<file path="src/rtl/uart_rx_pkg.sv">
package uart_rx_pkg;
   localparam int unsigned MAX_BITS = 9;

   typedef enum logic [2:0] {
      ST_IDLE, ST_START, ST_DATA, ST_PAR, ST_STOP
   } rx_state_t;

   typedef struct packed {
      logic [MAX_BITS-1:0] data;
      logic                fe;
      logic                pe;
   } rx_entry_t;

   // Data length from the size code; reserved codes fall back to 8
   function automatic logic [3:0] size_to_bits(input logic [2:0] code);
      case (code)
         3'b000:  return 4'd5;
         3'b001:  return 4'd6;
         3'b010:  return 4'd7;
         3'b111:  return 4'd9;
         default: return 4'd8;
      endcase
   endfunction

   function automatic logic vote3(input logic a, input logic b, input logic c);
      return (a & b) | (a & c) | (b & c);
   endfunction
endpackage

</file>
<file path="src/rtl/urx_sync.sv">
module urx_sync #(
   parameter int unsigned STAGES = 2
) (
   input  logic clk,
   input  logic rst_n,
   input  logic din,
   output logic dout
);
   initial assert (STAGES >= 2) else $error("urx_sync: STAGES must be at least 2");

   logic [STAGES-1:0] chain_q;

   generate
      for (genvar i = 0; i < STAGES; i++) begin : g_stage
         if (i == 0) begin : g_first
            always_ff @(posedge clk or negedge rst_n)
               if (!rst_n) chain_q[0] <= 1'b1;
               else        chain_q[0] <= din;
         end else begin : g_next
            always_ff @(posedge clk or negedge rst_n)
               if (!rst_n) chain_q[i] <= 1'b1;
               else        chain_q[i] <= chain_q[i-1];
         end
      end
   endgenerate

   assign dout = chain_q[STAGES-1];
endmodule

</file>
<file path="src/rtl/urx_tick_gen.sv">
module urx_tick_gen #(
   parameter int unsigned DIV_W = 12
) (
   input  logic             clk,
   input  logic             rst_n,
   input  logic             en,
   input  logic [DIV_W-1:0] div,
   output logic             tick
);
   initial assert (DIV_W >= 1) else $error("urx_tick_gen: DIV_W must be positive");

   logic [DIV_W-1:0] cnt_q;

   always_ff @(posedge clk or negedge rst_n) begin
      if (!rst_n)              cnt_q <= '0;
      else if (!en)            cnt_q <= '0;
      else if (cnt_q == '0)    cnt_q <= div;
      else                     cnt_q <= cnt_q - 1'b1;
   end

   assign tick = en && (cnt_q == '0);
endmodule

</file>
<file path="src/rtl/urx_deframer.sv">
module urx_deframer
   import uart_rx_pkg::*;
(
   input  logic                clk,
   input  logic                rst_n,
   input  logic                en,
   input  logic                tick,
   input  logic                rx,
   input  logic                dbl,
   input  logic [2:0]          size_code,
   input  logic [1:0]          par_mode,
   output logic                start_ok,
   output logic                char_vld,
   output logic [MAX_BITS-1:0] char_data,
   output logic                char_fe,
   output logic                char_pe,
   output logic                char_is9
);
   rx_state_t           st_q;
   logic [3:0]          sc_q, idx_q, nb_q;
   logic [1:0]          v_q;
   logic [MAX_BITS-1:0] sh_q;
   logic                acc_q, par_q, par_en_q, odd_q;
   logic [3:0]          last_s, mid_s;
   logic                bitv;

   always_comb begin
      last_s = dbl ? 4'd7 : 4'd15;
      mid_s  = dbl ? 4'd4 : 4'd8;
      bitv   = vote3(v_q[0], v_q[1], rx);
   end

   always_ff @(posedge clk or negedge rst_n) begin
      if (!rst_n) begin
         st_q <= ST_IDLE;   sc_q <= '0;  idx_q <= '0;  nb_q <= 4'd8;
         v_q <= '0;         sh_q <= '0;  acc_q <= 1'b0; par_q <= 1'b0;
         par_en_q <= 1'b0;  odd_q <= 1'b0;
         start_ok <= 1'b0;  char_vld <= 1'b0; char_data <= '0;
         char_fe <= 1'b0;   char_pe <= 1'b0;  char_is9 <= 1'b0;
      end else begin
         start_ok <= 1'b0;
         char_vld <= 1'b0;
         if (!en) begin
            st_q <= ST_IDLE;
         end else if (tick) begin
            if (st_q == ST_IDLE) begin
               if (!rx) begin
                  st_q     <= ST_START;
                  sc_q     <= 4'd1;
                  idx_q    <= '0;
                  nb_q     <= size_to_bits(size_code);
                  par_en_q <= par_mode[1];
                  odd_q    <= par_mode[0];
                  sh_q     <= '0;
                  acc_q    <= 1'b0;
                  par_q    <= 1'b0;
               end
            end else begin
               sc_q <= (sc_q == last_s) ? 4'd0 : sc_q + 4'd1;
               if (sc_q == mid_s - 4'd1) v_q[0] <= rx;
               if (sc_q == mid_s)        v_q[1] <= rx;
               if (sc_q == mid_s + 4'd1) begin
                  case (st_q)
                     ST_START: if (bitv) st_q <= ST_IDLE;
                               else      start_ok <= 1'b1;
                     ST_DATA: begin
                        sh_q[idx_q] <= bitv;
                        acc_q       <= acc_q ^ bitv;
                     end
                     ST_PAR:  par_q <= bitv;
                     ST_STOP: begin
                        char_vld  <= 1'b1;
                        char_data <= sh_q;
                        char_fe   <= !bitv;
                        char_pe   <= par_en_q && ((acc_q ^ par_q) != odd_q);
                        char_is9  <= (nb_q == 4'd9);
                        st_q      <= ST_IDLE;
                     end
                     default: ;
                  endcase
               end else if (sc_q == last_s) begin
                  case (st_q)
                     ST_START: st_q <= ST_DATA;
                     ST_DATA: begin
                        if (idx_q == nb_q - 4'd1) st_q <= par_en_q ? ST_PAR : ST_STOP;
                        else                      idx_q <= idx_q + 4'd1;
                     end
                     ST_PAR:  st_q <= ST_STOP;
                     default: ;
                  endcase
               end
            end
         end
      end
   end
endmodule

</file>
<file path="src/rtl/urx_rxbuf.sv">
module urx_rxbuf
   import uart_rx_pkg::*;
#(
   parameter int unsigned DEPTH = 2
) (
   input  logic      clk,
   input  logic      rst_n,
   input  logic      flush,
   input  logic      in_vld,
   input  rx_entry_t in_ent,
   input  logic      start_ok,
   input  logic      rd_en,
   output rx_entry_t head,
   output logic      nonempty,
   output logic      ovr
);
   localparam int unsigned PTR_W = (DEPTH > 1) ? $clog2(DEPTH) : 1;
   localparam int unsigned CNT_W = $clog2(DEPTH + 1);

   initial assert (DEPTH >= 2) else $error("urx_rxbuf: DEPTH must be at least 2");

   rx_entry_t            mem_q [DEPTH];
   rx_entry_t            pend_q;
   logic                 pend_v_q;
   logic [PTR_W-1:0]     wr_q, rd_q;
   logic [CNT_W-1:0]     cnt_q;
   logic                 full, pop, move;

   always_comb begin
      full     = (cnt_q == CNT_W'(DEPTH));
      nonempty = (cnt_q != '0);
      pop      = rd_en && nonempty;
      move     = pend_v_q && (!full || pop);
      head     = nonempty ? mem_q[rd_q] : '0;
   end

   function automatic logic [PTR_W-1:0] bump(input logic [PTR_W-1:0] p);
      return (p == PTR_W'(DEPTH - 1)) ? '0 : p + 1'b1;
   endfunction

   always_ff @(posedge clk or negedge rst_n) begin
      if (!rst_n) begin
         wr_q <= '0; rd_q <= '0; cnt_q <= '0;
         pend_v_q <= 1'b0; pend_q <= '0; ovr <= 1'b0;
      end else if (flush) begin
         wr_q <= '0; rd_q <= '0; cnt_q <= '0;
         pend_v_q <= 1'b0; ovr <= 1'b0;
      end else begin
         if (move) wr_q <= bump(wr_q);
         if (pop)  rd_q <= bump(rd_q);
         if (move && !pop)      cnt_q <= cnt_q + 1'b1;
         else if (pop && !move) cnt_q <= cnt_q - 1'b1;
         if (in_vld) begin
            pend_q   <= in_ent;
            pend_v_q <= 1'b1;
         end else if (move) begin
            pend_v_q <= 1'b0;
         end
         if (start_ok && pend_v_q && full) ovr <= 1'b1;
         else if (pop)                     ovr <= 1'b0;
      end
   end

   always_ff @(posedge clk) begin
      if (move) mem_q[wr_q] <= pend_q;
   end
endmodule

</file>
<file path="src/rtl/uart_rx_core.sv">
module uart_rx_core
   import uart_rx_pkg::*;
#(
   parameter int unsigned DIV_W       = 12,
   parameter int unsigned DEPTH       = 2,
   parameter int unsigned SYNC_STAGES = 2
) (
   input  logic                clk,
   input  logic                rst_n,
   input  logic                rx_en,
   input  logic                rx_i,
   input  logic [DIV_W-1:0]    baud_div,
   input  logic                dbl_speed,
   input  logic [2:0]          char_size,
   input  logic [1:0]          par_mode,
   input  logic                mp_mode,
   input  logic                rd_en,
   output logic [MAX_BITS-1:0] rd_data,
   output logic                rd_frame_err,
   output logic                rd_par_err,
   output logic                rd_overrun,
   output logic                rx_done
);
   logic                rx_s, tick, start_ok, char_vld, keep;
   logic [MAX_BITS-1:0] char_data;
   logic                char_fe, char_pe, char_is9;
   rx_entry_t           in_ent, head;

   urx_sync #(.STAGES(SYNC_STAGES)) u_sync (
      .clk(clk), .rst_n(rst_n), .din(rx_i), .dout(rx_s));

   urx_tick_gen #(.DIV_W(DIV_W)) u_tick (
      .clk(clk), .rst_n(rst_n), .en(rx_en), .div(baud_div), .tick(tick));

   urx_deframer u_dfr (
      .clk(clk), .rst_n(rst_n), .en(rx_en), .tick(tick), .rx(rx_s),
      .dbl(dbl_speed), .size_code(char_size), .par_mode(par_mode),
      .start_ok(start_ok), .char_vld(char_vld), .char_data(char_data),
      .char_fe(char_fe), .char_pe(char_pe), .char_is9(char_is9));

   // Address filter: only 9-bit frames with the top data bit set survive
   always_comb begin
      keep        = !mp_mode || (char_is9 && char_data[MAX_BITS-1]);
      in_ent.data = char_data;
      in_ent.fe   = char_fe;
      in_ent.pe   = char_pe;
   end

   urx_rxbuf #(.DEPTH(DEPTH)) u_buf (
      .clk(clk), .rst_n(rst_n), .flush(!rx_en),
      .in_vld(char_vld && keep), .in_ent(in_ent), .start_ok(start_ok),
      .rd_en(rd_en), .head(head), .nonempty(rx_done), .ovr(rd_overrun));

   assign rd_data      = head.data;
   assign rd_frame_err = head.fe;
   assign rd_par_err   = head.pe;
endmodule

</file>
<file path="config.mk">
export PLATFORM = sky130hd
export DESIGN_NAME = uart_rx_core
export DESIGN_NICKNAME = d
export VERILOG_FILES = /design/src/rtl/uart_rx_pkg.sv /design/src/rtl/urx_sync.sv /design/src/rtl/urx_tick_gen.sv /design/src/rtl/urx_deframer.sv /design/src/rtl/urx_rxbuf.sv /design/src/rtl/uart_rx_core.sv
export SDC_FILE = /design/constraint.sdc
export NUM_CORES = 1
export LEC_CHECK = 0
export BUFFER_PORTS_ARGS = -buffer_cell sky130_fd_sc_hd__buf_4
export CORE_UTILIZATION = 55
export DETAILED_ROUTE_END_ITERATION = 10
export PLACE_DENSITY = 0.83
export SLEW_MARGIN = 30
export SYNTH_ARGS = -nofsm -noshare
export SYNTH_HDL_FRONTEND = slang
export SYNTH_HIERARCHICAL = 1
export SYNTH_SLANG_ARGS = --single-unit
</file>
<file path="constraint.sdc">
create_clock -name clk -period 4 [get_ports clk]
set_clock_uncertainty 0.1 [all_clocks]
set_input_delay 0.2 -clock clk [delete_from_list [all_inputs] [get_ports clk]]
set_output_delay 0.2 -clock clk [all_outputs]
set_load 0.1 [all_outputs]
</file>
==> reports/results.ini <==
[status]
status = finished, final reports clean

[detailed_routing]
drt_first_pass_iters = 5
drt_iter0_drc = 254
avgRoutedWirePerCell_microns = 14.9
via_per_inst = 5.69
drc = 0
postRouteAntennaNets = 0
via_count = 3469
wirelength_microns = 9070

[global_routing]
grt_pass1_vias = 3334
grt_use_total = 0.218
grt_first_pass_wirelength_microns = 15400
top_usage_layer = met2
met2_usage = 0.373
use_met3 = 0.0340
overflow = 0
grt_max_degree = 76
grt_antenna_before_repair = 0
grt_use_met1 = 0.281

[logic_synthesis]
ys.warnings.count = 6
synth_async_sr_flop_share = 0.773
ys_types = 71
syn_area_per_cell_sq_um = 10.5
synth-edff-count = 22
ys.flop_type = dfrtp_1
synthCells = 462
synth.cell_area_sq_um = 4850
synth_nets = 497
seq_area_frac_synth = 0.524
ys_seq_elements = 97

[worst_hold_path]
hold_path.class = input pin to flip-flop
hp-start = baud_div[4]

[cts]
cts_hold_buffers = 7
cts_buffers = 9
clk_pin_slew_ns = 0.10
htree_num_levels = 3
clk_latency_ns = 0.37
clock-root-buffer = clkbuf_8
cts_setup_buffers = 0
cts.sinks = 97
cts.path.max_buffers = 2
cts-resized-gates = 0
cts_tree = done

[timing]
slew_violations = 0
worst_slew_pin_slew_ns = 0.954
setup_violations = 0
setup-tns-final_ns = 0
fin_crit_ns = 3.65
hold_viol_final = 0
post-route-period-util = 0.913
max_slew_margin = 0.361
fmaxAchievable_mhz = 274
rsz0062_at_grt = no

[layout]
final_cell_mix = 87 x nand2_1, 72 x dfrtp_1, 45 x nor2_1
antennaDiodeCount = 0
nets = 535
num-fill-cells = 639
areaGrowthSynthToFinish_pct = 11.6
drive_above_1_share = 0.180
multi_input_area_sq_um = 2120
final_common_cell = nand2_1
ff_latch_area_sq_um = 2540

[critical_path]
crit_chain = or4_4 > or4b_4 > nor4_1 > buf_4 > nand2_1 > a2111oi_2 > a21boi_1 > nand3_1 > nor3_1 > a22o_1
critical_path_required_ns = 4.20
crit_start = u_tick/cnt_q[7]
r2r_start = u_tick/cnt_q[7]
cp_data_arrival_time_ns = 3.85
start_kind = flip-flop
end_kind = flip-flop
cp_max_fo = 5
crit_slowest_cell = or4_4
worstSetupPathType = flip-flop to flip-flop
critPathMaxStageDelay_ns = 0.56

[floorplanning]
rows = 33
die_area_sq_um = 9190
design.core.area_sq_um = 8380
dieHeight_microns = 95.9
ios = 37
die_width_microns = 95.9
start_util = 0.578

[place]
io_buffer_count = 36
dp_hpwl_microns = 6320
gp_congestion = 0.844

[power]
power.leakage_nw = 2.36
power_w = 0.00240
ir_drop_uv = 260
p_per_area_nw_per_um2 = 443

[flow_run]
max-cap-violations = 0

layout make-up:
class | instances | area share
clock buffers | 9 | 0.0229
clock inverters | 7 | 0.0127
inverters | 15 | 0.0104
multi-input cells | 331 | 0.392
flip-flops and latches | 97 | 0.470
well taps | 105 | 0.0243
repair buffers | 46 | 0.0678
cell families after synthesis:
kind of cell	after synthesis	share of synthesized area
AND/OR/NAND/NOR	190	0.189
flip-flops	97	0.524
AO/OA/AOI/OAI	82	0.119
buffers and inverters	34	0.0384
multiplexers	26	0.0578
XOR/XNOR	20	0.0390
adder cells (fa/ha/maj)	13	0.0325
cell usage after synthesis (all sizes together) (4+ instances only):
| master | number | share of area |
|---|---|---|
| nor3 | 9 | 0.0093 |
| edfxtp | 22 | 0.14 |
| a21oi | 13 | 0.013 |
| or4 | 5 | 0.0085 |
| nor4 | 4 | 0.0052 |
| mux2i | 13 | 0.027 |
| a211oi | 7 | 0.011 |
| o31ai | 4 | 0.0062 |
| xnor2 | 12 | 0.022 |
| nand3 | 9 | 0.0093 |
| o21ai | 27 | 0.029 |
| xor2 | 7 | 0.013 |
| inv | 15 | 0.012 |
| clkbuf | 6 | 0.0049 |
| nand2 | 87 | 0.067 |
| nor2b | 5 | 0.0080 |
| ha | 11 | 0.028 |
| mux2 | 13 | 0.031 |
| a22o | 8 | 0.014 |
| nor2 | 45 | 0.035 |
| or3 | 4 | 0.0062 |
| buf | 13 | 0.022 |
| dfrtp | 72 | 0.37 |
stage by stage:
step	std cells	setup WS (ns)	util	hold slack, ns	cell area, sq um
2_1_floorplan	462	0.509	-	-0.196	4850
3_3_place_gp	587	0.536	0.614	0.208	5140
3_5_place_dp	587	0.471	0.614	0.209	5140
4_1_cts	610	0.427	0.645	0.00337	5410
5_1_grt	610	0.200	0.645	0.0260	5410
6_report	610	0.348	0.645	0.0108	5410
worst max-delay path: cells and delay by family, from the launching register on:
kind / cells / cell delay, ns
flip-flops: 1 / 0.44
AO/OA/AOI/OAI: 3 / 0.90
AND/OR/NAND/NOR: 6 / 1.97
buffers and inverters: 1 / 0.18
per-layer routing:
metal | wire, microns | vias to the layer above | share of wire
met1 | 4090 | 1652 | 0.45
li1 | - | 1706 | -
met4 | 141 | 0 | 0.016
met5 | 0 | - | 0
met3 | 393 | 15 | 0.043
met2 | 4440 | 96 | 0.49
worst paths after layout:
check / slack (ns) / endpoint / depth (start not counted)
max: 0.35 / u_dfr/sh_q[1] / 10
min: 0.01 / u_tick/cnt_q[4] / 3
max reg2reg: 0.35 / u_dfr/sh_q[1] / 10
min reg2reg: 0.26 / u_sync/dout / 0
max in group asynchronous: 3.01 / u_dfr/char_data[6] / 2
min in group asynchronous: 0.32 / u_tick/cnt_q[2] / 2
where the power goes:
| group | switching, W | internal [W] |
|---|---|---|
| Clock | 0.000370 | 0.000244 |
| Sequential | 0.000101 | 0.00110 |
| Combinational | 0.000322 | 0.000265 |
state kept, by name, indices dropped and copies added, names as in the netlist, 2 cells and up:
| name | flops |
|---|---|
| u_buf/mem_q | 22 |
| u_tick/cnt_q | 12 |
| u_buf/pend_q | 11 |
| u_dfr/char_data | 9 |
| u_dfr/sh_q | 9 |
| u_dfr/idx_q | 4 |
| u_dfr/nb_q | 4 |
| u_dfr/sc_q | 4 |
| u_dfr/st_q | 3 |
| u_buf/cnt_q | 2 |
| u_dfr/v_q | 2 |
(Power assumes the default switching activity.)
